[src/rtl/spic_pkg.sv]
package spic_pkg;
  localparam int DATA_W = 8;
  localparam int EDGES  = 2 * DATA_W;
  localparam int EDGE_W = $clog2(EDGES);

  localparam logic [2:0] A_CTRL  = 3'd0;
  localparam logic [2:0] A_FRAME = 3'd1;
  localparam logic [2:0] A_STAT  = 3'd2;
  localparam logic [2:0] A_DATA  = 3'd3;
  localparam logic [2:0] A_DIV   = 3'd4;

  typedef enum logic [1:0] {
    MODE_OFF    = 2'b00,
    MODE_RXONLY = 2'b01,
    MODE_TXONLY = 2'b10,
    MODE_DUPLEX = 2'b11
  } modeT;

  typedef enum logic [1:0] {ST_IDLE, ST_RUN, ST_DONE} stateT;

  typedef struct packed {
    logic txWrite;
    logic loadTx;
    logic loadOnes;
    logic sample;
    logic shift;
    logic rxCapture;
  } dpStrobeT;
endpackage

[src/rtl/spic_dp.sv]
module spic_dp
  import spic_pkg::*;
(
  input  logic              clk,
  input  logic              rstN,
  input  dpStrobeT          strobe,
  input  logic [DATA_W-1:0] wdata,
  input  logic              sdi,
  output logic              sdo,
  output logic [DATA_W-1:0] txBuf,
  output logic [DATA_W-1:0] rxBuf
);
  logic [DATA_W-1:0] shreg;
  logic              sampBit;
  logic [DATA_W-1:0] shiftNext;

  assign shiftNext = {shreg[DATA_W-2:0], sampBit};
  assign sdo = shreg[DATA_W-1];

  always_ff @(posedge clk or negedge rstN) begin
    if (!rstN) begin
      txBuf   <= '0;
      rxBuf   <= '0;
      shreg   <= '1;
      sampBit <= 1'b1;
    end else begin
      if (strobe.txWrite) txBuf <= wdata;
      if (strobe.sample)  sampBit <= sdi;
      if (strobe.loadTx)        shreg <= txBuf;
      else if (strobe.loadOnes) shreg <= '1;
      else if (strobe.shift)    shreg <= shiftNext;
      if (strobe.rxCapture) rxBuf <= strobe.shift ? shiftNext : shreg;
    end
  end

  // a shift register load is never combined with a shift
  p_load_excl_r10: assert property (@(posedge clk) disable iff (!rstN)
    $countones({strobe.loadTx, strobe.loadOnes, strobe.shift}) <= 1);
  // the receive buffer only changes on a capture strobe
  p_rx_hold_r9: assert property (@(posedge clk) disable iff (!rstN)
    !strobe.rxCapture |=> $stable(rxBuf));
endmodule

[src/rtl/spic_ctrl.sv]
module spic_ctrl
  import spic_pkg::*;
#(
  parameter int DIV_W = 8
) (
  input  logic              clk,
  input  logic              rstN,
  input  logic              wrEn,
  input  logic              rdEn,
  input  logic [2:0]        addr,
  input  logic [7:0]        wdata,
  output logic [7:0]        rdata,
  input  logic [DATA_W-1:0] txBuf,
  input  logic [DATA_W-1:0] rxBuf,
  input  logic              sckIn,
  input  logic              ssIn,
  output dpStrobeT          strobe,
  output logic              sckOut,
  output logic              ssOut,
  output logic              irq
);
  localparam int ERR_N = 5;

  logic [7:0]        ctrlQ;
  logic              eofQ, ssvQ, ssManQ;
  logic [DIV_W-1:0]  divQ, divCntQ;
  logic              txEmptyQ, rxFullQ;
  logic [ERR_N-1:0]  errQ, errSet;
  stateT             stateQ;
  logic [EDGE_W-1:0] edgeCntQ;
  logic              sckLvlQ, frameOnQ, eofLatQ, emptyLoadQ;
  logic [2:0]        sckS;
  logic [1:0]        ssS;

  modeT mode;
  logic dataIrqEn, brgCtl, cpha, cpol, isMaster, enabled, txCapable, storesRx;
  logic wrCtrl, wrFrame, wrStat, wrDiv, wrData, rdData;
  logic acceptTx, collide, divHit, ssLow, sckEdge;
  logic masterStart, slaveStart, haveTx, edgeNow, sampleKind, lastEdge, inDone;
  logic captureOk, slaveAbort, txEmptyVis;
  logic [7:0] statusVec;

  assign dataIrqEn = ctrlQ[7];
  assign mode      = modeT'({ctrlQ[6], ctrlQ[0]});
  assign brgCtl    = ctrlQ[5];
  assign cpha      = ctrlQ[4];
  assign cpol      = ctrlQ[3];
  assign isMaster  = ctrlQ[1];
  assign enabled   = mode != MODE_OFF;
  assign txCapable = mode == MODE_TXONLY || mode == MODE_DUPLEX;
  assign storesRx  = mode == MODE_RXONLY || mode == MODE_DUPLEX;

  assign wrCtrl  = wrEn && addr == A_CTRL;
  assign wrFrame = wrEn && addr == A_FRAME;
  assign wrStat  = wrEn && addr == A_STAT;
  assign wrDiv   = wrEn && addr == A_DIV;
  assign wrData  = wrEn && addr == A_DATA;
  assign rdData  = rdEn && addr == A_DATA;
  assign acceptTx = wrData && txEmptyQ;
  assign collide  = wrData && !txEmptyQ;

  assign divHit  = divCntQ == divQ;
  assign ssLow   = ~ssS[1];
  assign sckEdge = sckS[1] ^ sckS[2];

  assign haveTx      = txCapable && !txEmptyQ;
  assign masterStart = stateQ == ST_IDLE && enabled && isMaster && haveTx;
  assign slaveStart  = stateQ == ST_IDLE && enabled && !isMaster && ssLow;
  assign edgeNow     = stateQ == ST_RUN && (isMaster ? divHit : sckEdge);
  assign sampleKind  = edgeCntQ[0] == cpha;
  assign lastEdge    = edgeCntQ == EDGE_W'(EDGES - 1);
  assign inDone      = stateQ == ST_DONE;
  assign captureOk   = inDone && storesRx && !rxFullQ;
  assign slaveAbort  = stateQ == ST_RUN && !isMaster && !ssLow;

  always_comb begin
    strobe.txWrite   = acceptTx;
    strobe.loadTx    = masterStart || (slaveStart && haveTx);
    strobe.loadOnes  = slaveStart && !haveTx;
    strobe.sample    = edgeNow && sampleKind;
    strobe.shift     = (edgeNow && !sampleKind && edgeCntQ != '0) || (inDone && cpha);
    strobe.rxCapture = captureOk;
  end

  // error flags, status bits 6..2: tick, overrun, abort, collision, underrun
  assign errSet[0] = stateQ == ST_RUN && !isMaster && edgeNow && edgeCntQ == '0 && emptyLoadQ;
  assign errSet[1] = collide;
  assign errSet[2] = slaveAbort && edgeCntQ != '0;
  assign errSet[3] = inDone && storesRx && rxFullQ;
  assign errSet[4] = !enabled && brgCtl && divHit;

  assign txEmptyVis = txEmptyQ && txCapable;
  assign statusVec  = {stateQ != ST_IDLE, errQ, rxFullQ, txEmptyVis};

  always_comb begin
    case (addr)
      A_CTRL:  rdata = ctrlQ;
      A_FRAME: rdata = {5'b0, ssManQ, ssvQ, eofQ};
      A_STAT:  rdata = statusVec;
      A_DATA:  rdata = rxBuf;
      A_DIV:   rdata = 8'(divQ);
      default: rdata = '0;
    endcase
  end

  assign irq    = (dataIrqEn && enabled && (txEmptyVis || rxFullQ)) || (|errQ);
  assign ssOut  = ssManQ ? ssvQ : ~(frameOnQ && isMaster);
  assign sckOut = isMaster ? (sckLvlQ ^ cpol) : cpol;

  for (genvar i = 0; i < ERR_N; i++) begin : g_err
    always_ff @(posedge clk or negedge rstN) begin
      if (!rstN) errQ[i] <= 1'b0;
      else       errQ[i] <= errSet[i] | (errQ[i] & ~(wrStat & wdata[i+2]));
    end
  end

  always_ff @(posedge clk or negedge rstN) begin
    if (!rstN) begin
      ctrlQ <= '0; eofQ <= 1'b0; ssvQ <= 1'b0; ssManQ <= 1'b0;
      divQ <= '0; divCntQ <= '0;
      txEmptyQ <= 1'b1; rxFullQ <= 1'b0;
      stateQ <= ST_IDLE; edgeCntQ <= '0;
      sckLvlQ <= 1'b0; frameOnQ <= 1'b0; eofLatQ <= 1'b0; emptyLoadQ <= 1'b0;
      sckS <= '0; ssS <= '1;
    end else begin
      sckS <= {sckS[1:0], sckIn};
      ssS  <= {ssS[0], ssIn};
      if (wrCtrl) ctrlQ <= wdata;
      if (wrDiv)  divQ  <= DIV_W'(wdata);
      if (wrFrame) begin
        eofQ <= wdata[0]; ssvQ <= wdata[1]; ssManQ <= wdata[2];
      end else if (inDone && isMaster && eofLatQ) begin
        eofQ <= 1'b0;
      end

      if (acceptTx)           txEmptyQ <= 1'b0;
      else if (strobe.loadTx) txEmptyQ <= 1'b1;
      if (captureOk)   rxFullQ <= 1'b1;
      else if (rdData) rxFullQ <= 1'b0;

      if ((stateQ == ST_RUN && isMaster) || (!enabled && brgCtl))
        divCntQ <= divHit ? '0 : divCntQ + 1'b1;
      else
        divCntQ <= '0;

      if (stateQ == ST_RUN && isMaster && divHit) sckLvlQ <= ~sckLvlQ;
      else if (stateQ != ST_RUN)                  sckLvlQ <= 1'b0;

      if (!enabled)                  frameOnQ <= 1'b0;
      else if (masterStart)          frameOnQ <= 1'b1;
      else if (inDone && eofLatQ)    frameOnQ <= 1'b0;
      if (masterStart) eofLatQ <= eofQ;
      if (slaveStart)  emptyLoadQ <= !haveTx && txCapable;

      if (masterStart || slaveStart) edgeCntQ <= '0;
      else if (edgeNow)              edgeCntQ <= edgeCntQ + 1'b1;

      if (!enabled) stateQ <= ST_IDLE;
      else begin
        case (stateQ)
          ST_IDLE: if (masterStart || slaveStart) stateQ <= ST_RUN;
          ST_RUN: begin
            if (slaveAbort)             stateQ <= ST_IDLE;
            else if (edgeNow && lastEdge) stateQ <= ST_DONE;
          end
          default: stateQ <= ST_IDLE;
        endcase
      end
    end
  end

  // a master in receive-only mode never leaves idle
  p_rxonly_master_idle_r3: assert property (@(posedge clk) disable iff (!rstN)
    (isMaster && mode == MODE_RXONLY && stateQ == ST_IDLE) |=> stateQ == ST_IDLE);
  // automatic select is low whenever a master byte is shifting
  p_ss_held_r4: assert property (@(posedge clk) disable iff (!rstN)
    (isMaster && !ssManQ && stateQ == ST_RUN) |-> !ssOut);
  // the end tag is gone after a tagged byte completes
  p_eof_clear_r4: assert property (@(posedge clk) disable iff (!rstN)
    (inDone && isMaster && eofLatQ && !wrFrame) |=> !eofQ);
  // completion with rx full raises overrun
  p_overrun_r9: assert property (@(posedge clk) disable iff (!rstN)
    (inDone && storesRx && rxFullQ) |=> errQ[3]);
  // no errors and data irq disabled keeps irq low
  p_irq_mask_r6: assert property (@(posedge clk) disable iff (!rstN)
    (!dataIrqEn && errQ == '0) |-> !irq);
  // the master SCK rests at the polarity level outside a byte
  p_sck_idle_r8: assert property (@(posedge clk) disable iff (!rstN)
    (isMaster && stateQ != ST_RUN) |-> sckOut == cpol);
endmodule

[src/rtl/spic_top.sv]
module spic_top
  import spic_pkg::*;
#(
  parameter int DIV_W = 8
) (
  input  logic       clk,
  input  logic       rstN,
  input  logic       wrEn,
  input  logic       rdEn,
  input  logic [2:0] addr,
  input  logic [7:0] wdata,
  output logic [7:0] rdata,
  input  logic       sckIn,
  input  logic       ssIn,
  input  logic       sdi,
  output logic       sckOut,
  output logic       ssOut,
  output logic       sdo,
  output logic       irq
);
  dpStrobeT          strobe;
  logic [DATA_W-1:0] txBuf, rxBuf;

  spic_ctrl #(.DIV_W(DIV_W)) ctrl_i (
    .clk(clk), .rstN(rstN), .wrEn(wrEn), .rdEn(rdEn), .addr(addr),
    .wdata(wdata), .rdata(rdata), .txBuf(txBuf), .rxBuf(rxBuf),
    .sckIn(sckIn), .ssIn(ssIn), .strobe(strobe), .sckOut(sckOut),
    .ssOut(ssOut), .irq(irq)
  );

  spic_dp dp_i (
    .clk(clk), .rstN(rstN), .strobe(strobe), .wdata(wdata[DATA_W-1:0]),
    .sdi(sdi), .sdo(sdo), .txBuf(txBuf), .rxBuf(rxBuf)
  );
endmodule

[config.mk]
export PLATFORM = sky130hd
export DESIGN_NAME = spic_top
export DESIGN_NICKNAME = d
export VERILOG_FILES = /design/src/rtl/spic_pkg.sv /design/src/rtl/spic_dp.sv /design/src/rtl/spic_ctrl.sv /design/src/rtl/spic_top.sv
export SDC_FILE = /design/constraint.sdc
export NUM_CORES = 1
export LEC_CHECK = 0
export BUFFER_PORTS_ARGS = -buffer_cell sky130_fd_sc_hd__buf_2
export CAP_MARGIN = 10
export CORE_ASPECT_RATIO = 0.75
export CORE_MARGIN = 4
export CORE_UTILIZATION = 56
export CTS_BUF_LIST = sky130_fd_sc_hd__clkbuf_4 sky130_fd_sc_hd__clkbuf_8
export DETAILED_ROUTE_END_ITERATION = 7
export PLACE_DENSITY = 0.89
export SLEW_MARGIN = 20
export SYNTH_ARGS = -nofsm -noshare
export SYNTH_HDL_FRONTEND = slang
export SYNTH_HIERARCHICAL = 1
export SYNTH_SLANG_ARGS = --single-unit
[constraint.sdc]
create_clock -name clk -period 2 [get_ports clk]
set_input_delay 0.1 -clock clk [delete_from_list [all_inputs] [get_ports clk]]
set_output_delay 0.1 -clock clk [all_outputs]
set_load 0.02 [all_outputs]
Yosys cells after proc, flatten, opt, wreduce, memory -nomap -nowiden
Cells that the tools add are included.

Equality and inequality tests: 16. Bitwise gates (word level): 25. Add/sub/neg operators: 2. Reductions and logical operators: 70. Multiplexer cells: 27.

Operators by type and width (count): 1-bit logical AND (43); 8-bit two-way mux (5); 8-bit case mux with 5 select lines (1); 1-bit two-way mux (14); 2-bit nonzero test (7); 1-bit bitwise AND (10); 8-bit by 1-bit adder with 8-bit output, second input constant (1); 8-bit == test (1); 1-bit logical OR (8); 2-bit two-way mux (4); 4-bit two-way mux (2); 1-bit NOT (8); 2-bit == test, second input constant (3); 3-bit by 2-bit == test with 1-bit output, second input constant (2); 1-bit logical NOT (6); 3-bit != test, second input constant (2); 1-bit OR (5); 5-bit OR reduction (1); 4-bit by 1-bit adder with 4-bit output, second input constant (1); 2-bit by 1-bit == test with 1-bit output, second input constant (2); 4-bit == test, second input constant (1); 4-bit logical NOT (1); 4-bit != test, second input constant (1); 2-bit case mux with 2 select lines (1); other kinds (9) (10).

Word-level logic and storage cells: 165. Input port bits: 18. Register bits: 74.

Logic depth before layout (Yosys ltp)
Word-level depth: 9. Gate-level depth with buffers: 9.

Modules after synthesis
The synthesis kept the hierarchy.

Modules (own cells, without submodules): spic_ctrl (area each 2575.0 um2, times used 1, cells each 252, seq. area each 1229.9 um2); spic_dp (area each 1023.5 um2, times used 1, cells each 79, seq. area each 636.9 um2).

Worst setup path after synthesis
Ideal clock, no wire load.

Path type: register to register. Start point: register ctrl_i.divCntQ[4]. End point: register dp_i.rxBuf[6]. Cell stages (with the launch flop): 10. Period minus slack after synthesis: 2.043 ns. Slack: -0.043 ns. Required time: 1.875 ns. Path buffers: 2. Data arrival time: 1.918 ns. Setup time: 0.125 ns. Path through: dfrtp_1 -> xor2_1 -> nor4_1 -> a41oi_1 -> buf_2 -> a211oi_1 -> a21o_1 -> buf_6 -> mux2i_1 -> a21oi_1.

RTL lines: from (decl) (line spic_ctrl.sv:26) `logic [DIV_W-1:0] divQ, divCntQ;`; from (signal assigned) (line spic_ctrl.sv:142) `divCntQ <= divHit ? '0 : divCntQ + 1'b1;`; to (signal assigned) (line spic_dp.sv:32) `if (strobe.rxCapture) rxBuf <= strobe.shift ? shiftNext : shreg;`; to (decl) (line spic_dp.sv:11) `output logic [DATA_W-1:0] rxBuf`.

==> impl_metrics.toml <==
[run_status]
status = "complete, but fails checks"
violations = "negative setup slack"

[synth]
synth_seq_area_share_pct = 51.9
synth_cell_types = 49
syn-num-nets = 352
avgSynthCellArea_um2 = 10.9
synthCells = 331
syn_area_um2 = 3600
ys_async_sr_fraction_pct = 100
yosys_most_used_dff = "dfrtp_1"
yosysWarnings = 6
synth_enable_flop_cells = 0
synth-seq-cells = 74

[worst_setup_path]
worst_setup_path_start_kind = "register"
r2r_setup_slack_ns = -0.1
arrival_ns = 2.34
worstSetupPathType = "register to register"
required_ns = 2.24
reg2reg_from = "ctrl_i/divCntQ[4]$_DFF_PN0_"
crit_fanout = 8
r2r_cells = 9
cp-end-kind = "register"
r2r_end = "dp_i/rxBuf[6]$_DFFE_PN0P_"

[timing]
fin_crit_sh_pct = 105
skew_ns = 0.00924
worst_pin_slew_ns = 0.626
slew_headroom_pct = 57.9
fin_ws_ns = -0.0964
period_minus_slack_ns = 2.10
rsz0062_at_grt = "yes"
maxSlewViolCount = 0
hold_viol_final = 0
setup_viol = 17
fmax_ghz = 0.477
tns_ns = -1.01

[detailed_routing]
route.detailed.wl_per_inst_um = 19.0
drcViolationCount = 0
viasPerCell = 5.99
routed-via-count = 2845
detail-route-antenna-nets = 0
drtPass1Iterations = 5
wl_um = 9030
drtIter0Drc = 262

[final_layout]
nets = 413
antenna_cells = 0
final_area_um2 = 4320
drive_above_1_share_pct = 31.5
final_common_cell = "dfrtp_1"
layout_common_cells = "dfrtp_1 (62), nor2_1 (30), buf_2 (29)"
fillers = 426
syn_to_final_growth_pct = 20.0

[floorplanning]
placementRows = 24
fp.dieW_um = 101
io_pins = 30
die_area_um2 = 7790
core_um2 = 6010
die_h_um = 77.4
initial_utilization_pct = 59.9

[clocking]
cts_tree = "built"
cts.clk_slew.worst_paths_ns = 0.08
cts_root_buf = "clkbuf_8"
cts_buffer_depth = 2
cts_made_buffers = 9
cts_max_level = 3
clock_sinks = 74
clock_latency_ns = 0.35

[power]
combPwrFrac_pct = 30.1
power.density_nw_per_um2 = 1110
p_int_w = 0.00318
clkPwrFrac_pct = 23.4
swShare_pct = 33.8
power_switching_w = 0.00163
seqPwrFrac_pct = 46.4
ir_worst_vdd_mv = 0.757
p_leak_nw = 1.97

[placed_design]
portBuffers = 29
preCtsSetupSlack_ns = -0.172
hpwl_um = 6280
gp_congestion = 0.904
dpl-instance-area_um2 = 3980

[global_route]
grt-ovfl-total = 0
antenna_found_initial = 0
grt_pass1_vias = 2877
grt_max_degree = 75
gr-usage-all-layers_pct = 24.8
grt_first_pass_wirelength_um = 14800

[min_path]
min_from = "wdata[7]"
hold_end = "ctrl_i/ctrlQ[7]$_DFFE_PN0P_"
worstHoldPathType = "input port to register"
holdPathStages = 2

[run]
cap_violations = 0
==> through the flow <==
| step | total power [W] | hold WS, ns | cells | utilization (%) |
|---|---|---|---|---|
| floorplan | 0.00300 | -0.196 | 331 | - |
| global placement | 0.00343 | 0.156 | 451 | 66.3 |
| detailed placement | 0.00353 | 0.160 | 451 | 66.3 |
| CTS | 0.00475 | 0.0145 | 472 | 71.0 |
| global route | 0.00509 | 0.0293 | 475 | 71.9 |
| finish | 0.00481 | 0.0287 | 475 | 71.9 |
==> routing by layer <==
metal  track usage (%)  part of all wire (%)
met1              34.9                    44
met2              39.0                    47
met3              5.29                   8.3
met4              7.40                  0.99
met5                 0                     0
==> synth_stat cells, drive strengths merged, types with 3 or more instances <==
master  count  area [um2]
buf        12        82.6
dfrtp      62        1550
a21oi      22         110
nand3      15        75.1
mux2       29         327
xor2       12         105
o21ai      15        75.1
and3        3        20.0
inv         9        33.8
mux2i      14         140
ha          3        37.5
xnor2       4        35.0
a32o        3        30.0
nor2b      12        77.6
nor4        3        18.8
a21o        4        30.0
nand2b      6        37.5
nor3        4        25.0
nor2       32         125
a31oi       5        31.3
dfstp      12         315
nor3b       4        35.0
nand3b      3        22.5
nand2      23        86.3
==> state kept, by name (all words and copies together), names as in the netlist <==
register / count
ctrl_i/ssManQ: 1
ctrl_i/edgeCntQ: 4
ctrl_i/divQ: 8
dp_i/rxBuf: 8
ctrl_i/ssvQ: 1
ctrl_i/sckLvlQ: 1
ctrl_i/eofQ: 1
ctrl_i/sckS: 3
ctrl_i/ssS: 2
dp_i/txBuf: 8
ctrl_i/divCntQ: 8
ctrl_i/txEmptyQ: 1
ctrl_i/rxFullQ: 1
ctrl_i/eofLatQ: 1
dp_i/sampBit: 1
dp_i/shreg: 8
ctrl_i/errQ: 5
ctrl_i/stateQ: 2
ctrl_i/frameOnQ: 1
ctrl_i/ctrlQ: 8
ctrl_i/emptyLoadQ: 1
==> worst max-delay path by stage <==
stage,start,to,slack (ns),cells past startpoint
final,ctrl_i/divCntQ[4]$_DFF_PN0_,dp_i/rxBuf[6]$_DFFE_PN0P_,-0.1,9
after global routing,ctrl_i/divCntQ[5]$_DFF_PN0_,dp_i/rxBuf[6]$_DFFE_PN0P_,-0.20,9
after CTS,ctrl_i/divQ[0]$_DFFE_PN0P_,dp_i/rxBuf[1]$_DFFE_PN0P_,-0.11,9
after detailed placement,ctrl_i/divQ[7]$_DFFE_PN0P_,dp_i/rxBuf[1]$_DFFE_PN0P_,-0.17,8
after global placement,ctrl_i/divQ[7]$_DFFE_PN0P_,dp_i/rxBuf[6]$_DFFE_PN0P_,-0.04,8
after floorplan,ctrl_i/divCntQ[5]$_DFF_PN0_,dp_i/rxBuf[6]$_DFFE_PN0P_,0.008,9
==> cells by family after synthesis <==
kind of cell,after synthesis,synth area share [%]
AO/OA/AOI/OAI,56,9.18
XOR/XNOR,16,3.89
adder cells (fa/ha/maj),3,1.04
buffers and inverters,23,3.48
flip-flops,74,51.9
multiplexers,45,14.2
AND/OR/NAND/NOR,114,16.3
==> final cells by class <==
class,count,area (um2),share of cell area (%)
flip-flops and latches,74,1870,43.2
multi-input cells,234,1690,39.0
repair buffers,64,444,10.3
clock buffers,10,131,3.04
well taps,78,97.6,2.26
clock inverters,6,57.6,1.33
inverters,9,33.8,0.783
==> worst max-delay path, stage by stage, from the launching register on <==
cell	delay, ns
dfrtp_1	0.39
xor2_1	0.16
nor4_1	0.30
buf_4	0.19
a41oi_4	0.10
a211oi_2	0.16
a21o_1	0.16
buf_12	0.16
mux2i_1	0.26
a21oi_1	0.10
==> what timing repair did <==
| action | CTS | global route |
|---|---|---|
| setup buffers | 1 | 3 |
| resized for setup | 8 | 5 |
| setup endpoints to repair | 18 | 18 |
| hold buffers | 4 | 0 |
| hold endpoints to repair | 65 | 0 |
| pin swaps | 8 | 3 |
==> power groups by stage <==
stage          registers (W)  logic (W)  clock network [W]
6_report             0.00223    0.00145            0.00113
5_1_grt              0.00227    0.00158            0.00123
4_1_cts              0.00222    0.00138            0.00115
3_5_place_dp         0.00222    0.00131                  0
3_3_place_gp         0.00219    0.00125                  0
2_1_floorplan        0.00214   0.000857                  0
Note: power is estimated with default switching activity, not from simulation.
